## src/rtl/awx_pkg.sv

```systemverilog
package awx_pkg;
  localparam int AW     = 32;
  localparam int GRAN   = 20;
  localparam int CODE_W = 4;
  localparam int CT_W   = 3;
  localparam logic [CT_W-1:0] CT_IO  = 3'b001;
  localparam logic [CT_W-1:0] CT_CFG = 3'b101;
  localparam int MAX_CODE = AW - GRAN;

  typedef struct packed {
    logic          hit;
    logic [AW-1:0] addr;
    logic [CT_W-1:0] ctype;
    logic          alow;
  } xlate_t;

  // Offset mask of a window: ones below the window size.
  function automatic logic [AW-1:0] size_mask(input logic [CODE_W-1:0] code);
    logic [AW-1:0] one;
    one = {{(AW-1){1'b0}}, 1'b1};
    if (int'(code) >= MAX_CODE) return '1;
    return (one << (GRAN + int'(code))) - one;
  endfunction

  function automatic logic in_window(input logic [AW-1:0] base_w,
                                     input logic [AW-1:0] addr);
    logic [AW-1:0] m;
    m = size_mask(base_w[7:4]);
    return base_w[0] && ((addr & ~m) == ({base_w[AW-1:GRAN], {GRAN{1'b0}}} & ~m));
  endfunction

  function automatic logic [AW-1:0] remap(input logic [AW-1:0] base_w,
                                          input logic [AW-1:0] map_w,
                                          input logic [AW-1:0] addr);
    logic [AW-1:0] m;
    logic [AW-1:0] r;
    m = size_mask(base_w[7:4]);
    r = ({map_w[AW-1:GRAN], {GRAN{1'b0}}} & ~m) | (addr & m);
    if (!map_w[0]) r[1:0] = 2'b00;
    return r;
  endfunction
endpackage

```

## src/rtl/awx_regfile.sv

```systemverilog
module awx_regfile #(
  parameter int NUM_WIN = 3,
  parameter int SEL_W   = 2
) (
  input  logic                               clk,
  input  logic                               rst_n,
  input  logic                               we,
  input  logic [SEL_W-1:0]                   win,
  input  logic                               is_map,
  input  logic [awx_pkg::AW-1:0]             wdata,
  output logic [NUM_WIN-1:0][awx_pkg::AW-1:0] base_q,
  output logic [NUM_WIN-1:0][awx_pkg::AW-1:0] map_q
);
  for (genvar i = 0; i < NUM_WIN; i++) begin : g_reg
    logic sel_here;
    assign sel_here = we && (int'(win) == i);
    always_ff @(posedge clk or negedge rst_n) begin
      if (!rst_n) begin
        base_q[i] <= '0;
        map_q[i]  <= '0;
      end else if (sel_here) begin
        if (is_map) map_q[i]  <= wdata;
        else        base_q[i] <= wdata;
      end
    end
  end
endmodule

```

## src/rtl/awx_win_match.sv

```systemverilog
module awx_win_match #(
  parameter bit IO_ONLY = 1'b0
) (
  input  logic [awx_pkg::AW-1:0] base_w,
  input  logic [awx_pkg::AW-1:0] map_w,
  input  logic [awx_pkg::AW-1:0] addr,
  output awx_pkg::xlate_t        res
);
  import awx_pkg::*;
  always_comb begin
    res.hit   = in_window(base_w, addr);
    res.addr  = remap(base_w, map_w, addr);
    res.alow  = map_w[0];
    res.ctype = IO_ONLY ? CT_IO : map_w[3:1];
  end
endmodule

```

## src/rtl/awx_prio_sel.sv

```systemverilog
module awx_prio_sel #(
  parameter int NUM_WIN = 3,
  parameter int SEL_W   = 2
) (
  input  awx_pkg::xlate_t [NUM_WIN-1:0] cand,
  output logic [NUM_WIN-1:0]            hit_vec,
  output logic [SEL_W-1:0]              win_sel,
  output awx_pkg::xlate_t               out
);
  always_comb begin
    out     = '0;
    win_sel = '0;
    for (int i = 0; i < NUM_WIN; i++) hit_vec[i] = cand[i].hit;
    for (int i = NUM_WIN - 1; i >= 0; i--) begin
      if (cand[i].hit) begin
        out     = cand[i];
        win_sel = SEL_W'(i);
      end
    end
  end
endmodule

```

## src/rtl/addr_window_xlate.sv

```systemverilog
module addr_window_xlate #(
  parameter int NUM_WIN = 3,
  parameter int SEL_W   = 2
) (
  input  logic                        clk,
  input  logic                        rst_n,
  input  logic                        cfg_we,
  input  logic [SEL_W-1:0]            cfg_win,
  input  logic                        cfg_is_map,
  input  logic [awx_pkg::AW-1:0]      cfg_wdata,
  input  logic [awx_pkg::AW-1:0]      lk_addr_in,
  output logic                        lk_hit,
  output logic [awx_pkg::AW-1:0]      lk_addr,
  output logic [awx_pkg::CT_W-1:0]    lk_ctype,
  output logic                        lk_alow
);
  import awx_pkg::*;

  logic [NUM_WIN-1:0][AW-1:0] base_q;
  logic [NUM_WIN-1:0][AW-1:0] map_q;
  xlate_t [NUM_WIN-1:0]       cand;
  logic [NUM_WIN-1:0]         hit_vec;
  logic [SEL_W-1:0]           win_sel;
  xlate_t                     chosen;

  awx_regfile #(.NUM_WIN(NUM_WIN), .SEL_W(SEL_W)) u_regs (
    .clk(clk), .rst_n(rst_n), .we(cfg_we), .win(cfg_win),
    .is_map(cfg_is_map), .wdata(cfg_wdata),
    .base_q(base_q), .map_q(map_q)
  );

  for (genvar i = 0; i < NUM_WIN; i++) begin : g_win
    awx_win_match #(.IO_ONLY(i == NUM_WIN - 1)) u_match (
      .base_w(base_q[i]), .map_w(map_q[i]), .addr(lk_addr_in), .res(cand[i])
    );
  end

  awx_prio_sel #(.NUM_WIN(NUM_WIN), .SEL_W(SEL_W)) u_prio (
    .cand(cand), .hit_vec(hit_vec), .win_sel(win_sel), .out(chosen)
  );

  assign lk_hit   = chosen.hit;
  assign lk_addr  = chosen.addr;
  assign lk_ctype = chosen.ctype;
  assign lk_alow  = chosen.alow;
endmodule

```

## config.mk

```make
export PLATFORM = sky130hd
export DESIGN_NAME = addr_window_xlate
export DESIGN_NICKNAME = d
export VERILOG_FILES = /design/src/rtl/awx_pkg.sv /design/src/rtl/awx_regfile.sv /design/src/rtl/awx_win_match.sv /design/src/rtl/awx_prio_sel.sv /design/src/rtl/addr_window_xlate.sv
export SDC_FILE = /design/constraint.sdc
export NUM_CORES = 1
export LEC_CHECK = 0
export BUFFER_PORTS_ARGS = -buffer_cell sky130_fd_sc_hd__buf_2
export CAP_MARGIN = 15
export CORE_MARGIN = 4
export CORE_UTILIZATION = 40
export CTS_BUF_LIST = sky130_fd_sc_hd__clkbuf_4
export DETAILED_ROUTE_END_ITERATION = 8
export SLEW_MARGIN = 40
export SYNTH_ARGS = -nofsm -noshare
export SYNTH_HDL_FRONTEND = slang
export SYNTH_SLANG_ARGS = --single-unit
```

## constraint.sdc

```tcl
create_clock -name clk -period 3.7 [get_ports clk]
set_clock_uncertainty 0.15 [all_clocks]
set_input_delay 0.37 -clock clk [delete_from_list [all_inputs] [get_ports clk]]
set_output_delay 0.37 -clock clk [all_outputs]
set_load 0.03 [all_outputs]
```

==> flow_summary.yaml <==
outcome:
  status: "complete, no violations"
global_route:
  grt_start_max_net_pins: 88
  grt.total_usage: 0.202
  antenna_found_initial: 0
  grt_overflow: 0
  grt_pass1_wl_um: 25400
  grt_pass1_vias: 4725
synth:
  syn_nets: 618
  synth_area_leader_cell: "dfrtp_1"
  async_flop_share: 1.00
  ys_top_cells_by_area: "dfrtp_1 41%, mux2_2 17%, mux2i_1 5.8%, ha_1 4.5%, xor2_1 3.6%"
  ys.flop_type: "dfrtp_1"
  syn_area_per_cell_um2: 11.1
  yosysSeqAreaShare: 0.411
  yosys-top-cells-count: "96 x dfrtp_1, 90 x mux2_2, 34 x mux2i_1"
  synth_top_area_frac: 0.411
  netlist_instances: 527
  ys_warn_count: 0
  synth-edff-count: 0
  synth.ff_latch_count: 96
  yosysMostFrequentCell: "dfrtp_1"
  netlist_area_mm2: 0.00584
  ys_types: 59
route:
  dr.first_iter.drc_count: 147
  ant_nets: 0
  drt_pass1_iterations: 4
  drc_errors: 0
  routedWlPerCell_um: 20.1
  wl_um: 16700
  vias: 4543
  via_per_inst: 5.46
die:
  start_util: 0.414
  rows: 43
  dieArea_mm2: 0.0166
  ios: 107
  dieWidth_um: 129
  die_h_um: 129
  core_area_mm2: 0.0141
setup_path:
  crit_chain: "inv_2, ha_4, nor2b_4, and3_4, o311ai_4, nand3_2, or3_4, buf_12, nor2_2, o31a_1, buf_6"
  cp-start-kind: "register"
  critPathSlowestCell: "or3_4"
  arrival_ps: 3080
  crit_fanout: 8
  path_delay_family: "simple AND/OR/NAND/NOR gates"
  critical_path_buf_inv_count: 3
  critPathCaptureType: "output port"
  critical_path_class: "reg2out"
  slowest_delay_ps: 460
  crit_required_ps: 3180
clocking:
  cts_buffer_depth: 2
  cts_root_buf: "clkbuf_4"
  cts.clk_slew.worst_paths_ps: 150
  numClockSinks: 96
  h-tree-depth: 3
  numCtsBuffers: 9
  cts_tree: "done"
  clk_latency_ps: 450
placement:
  dp_hpwl_um: 11600
  gp_congestion: 0.872
  placed_cells: 787
  io_buffers: 94
final_layout:
  diodes: 0
  post-route-util: 0.526
  layout-drive-gt1-share: 0.472
  stdcell_count: 832
  fillers: 1275
  multi_input_area_mm2: 0.00357
  finalNetCount: 740
  flow.area_growth_from_synthesis_pct: 26.9
  seq_area_mm2: 0.00240
sta:
  tightest_slew_ps: 721
  drv_slew: 0
  grt_setup_unrepaired: "yes"
  timing.fmax_mhz: 278
  setup_violations: 0
  fin_crit_ps: 3600
  slew_headroom: 0.520
  hold_violations: 0
  min_period_over_period: 0.972
  hold_slack_ps: 56.2
power_and_ir_drop:
  max-vdd-ir-drop_v: 0.000224
  powerDensity_mw_per_mm2: 493
  p_leak_nw: 3.30
flow_run:
  cap_violations: 0
worst_hold_path:
  hold_path.class: "in2reg"
registers in the layout, summed over array words and instances, names as in the netlist:
name and flops:
u_regs.base_q 51, u_regs.map_q 45
metal layers:
| metal | vias up | part of all wire | global-route usage |
|---|---|---|---|
| li1 | 2120 | - | - |
| met1 | 2293 | 0.43 | 0.266 |
| met2 | 101 | 0.49 | 0.324 |
| met3 | 29 | 0.056 | 0.0361 |
| met4 | 0 | 0.031 | 0.0896 |
| met5 | - | 0 | 0 |
cell usage in the layout (no fill, tap or decap), types with 4 or more instances in the layout:
| cell | instances |
|---|---|
| nand2b_1 | 4 |
| xnor2_1 | 14 |
| a21oi_1 | 7 |
| and2_4 | 5 |
| dfrtp_1 | 96 |
| and2_1 | 14 |
| buf_4 | 39 |
| dlygate4sd3_1 | 7 |
| ha_4 | 5 |
| buf_12 | 5 |
| buf_6 | 20 |
| inv_2 | 6 |
| nand2_1 | 30 |
| o21ai_0 | 10 |
| o31a_1 | 13 |
| nor3_1 | 18 |
| nor2_1 | 22 |
| mux2_2 | 90 |
| a22o_1 | 4 |
| xor2_1 | 24 |
| buf_2 | 69 |
| nor2_4 | 4 |
| ha_1 | 14 |
| mux2i_1 | 34 |
| clkbuf_4 | 14 |
logic make-up after synthesis:
group                      synth area share
buffers and inverters                0.0354
AOI/OAI and AO/OA                    0.0964
DFF                                   0.411
muxes                                 0.234
xor gates and xnor gates             0.0585
adders and majority gates            0.0450
and+or+nand+nor                       0.119
area by class of cell:
cell class | count | area share
Timing Repair Buffer | 145 | 0.146
Sequential cell | 96 | 0.324
Inverter | 9 | 0.00456
Clock inverter | 3 | 0.00152
Tap cell | 180 | 0.0304
Multi-Input combinational cell | 388 | 0.482
Clock buffer | 11 | 0.0111
path summary, 6_finish.rpt:
| kind | cells after the start | startpoint | endpoint | slack [ps] |
|---|---|---|---|---|
| max reg2reg | 1 | u_regs.base_q[37] | u_regs.base_q[37] | 2670 |
| min | 2 | cfg_wdata[4] | u_regs.base_q[68] | 60 |
| min in group asynchronous | 2 | rst_n | u_regs.base_q[52] | 360 |
| max | 11 | u_regs.base_q[39] | lk_addr[28] | 100 |
| min reg2reg | 1 | u_regs.map_q[32] | u_regs.map_q[32] | 360 |
| max in group asynchronous | 3 | rst_n | u_regs.map_q[53] | 2390 |
timing repair:
item | CTS | global route
resized for setup | 50 | 81
hold endpoints to repair | 100 | 0
setup buffers | 12 | 11
setup endpoints to repair | 37 | 36
gates cloned | 1 | 1
pin swaps | 9 | 19
hold buffers | 7 | 0
through the flow:
step,TNS [ps],cell area (µm²),power (W),worst slack [ps]
floorplan,0,5840,0.00241,431
global placement,0,6530,0.00279,221
detailed placement,0,6540,0.00283,158
CTS,0,7020,0.00348,3.67
global route,-146,7410,0.00387,-34.3
finish,0,7410,0.00365,104
power by group:
| group | switching (W) | total (W) | internal [W] |
|---|---|---|---|
| registers | 0.000152 | 0.00143 | 0.00128 |
| logic | 0.000902 | 0.00174 | 0.000840 |
| clock network | 0.000343 | 0.000484 | 0.000141 |
| total | 0.00140 | 0.00365 | 0.00226 |
Note: power is estimated with default switching activity, not from simulation.
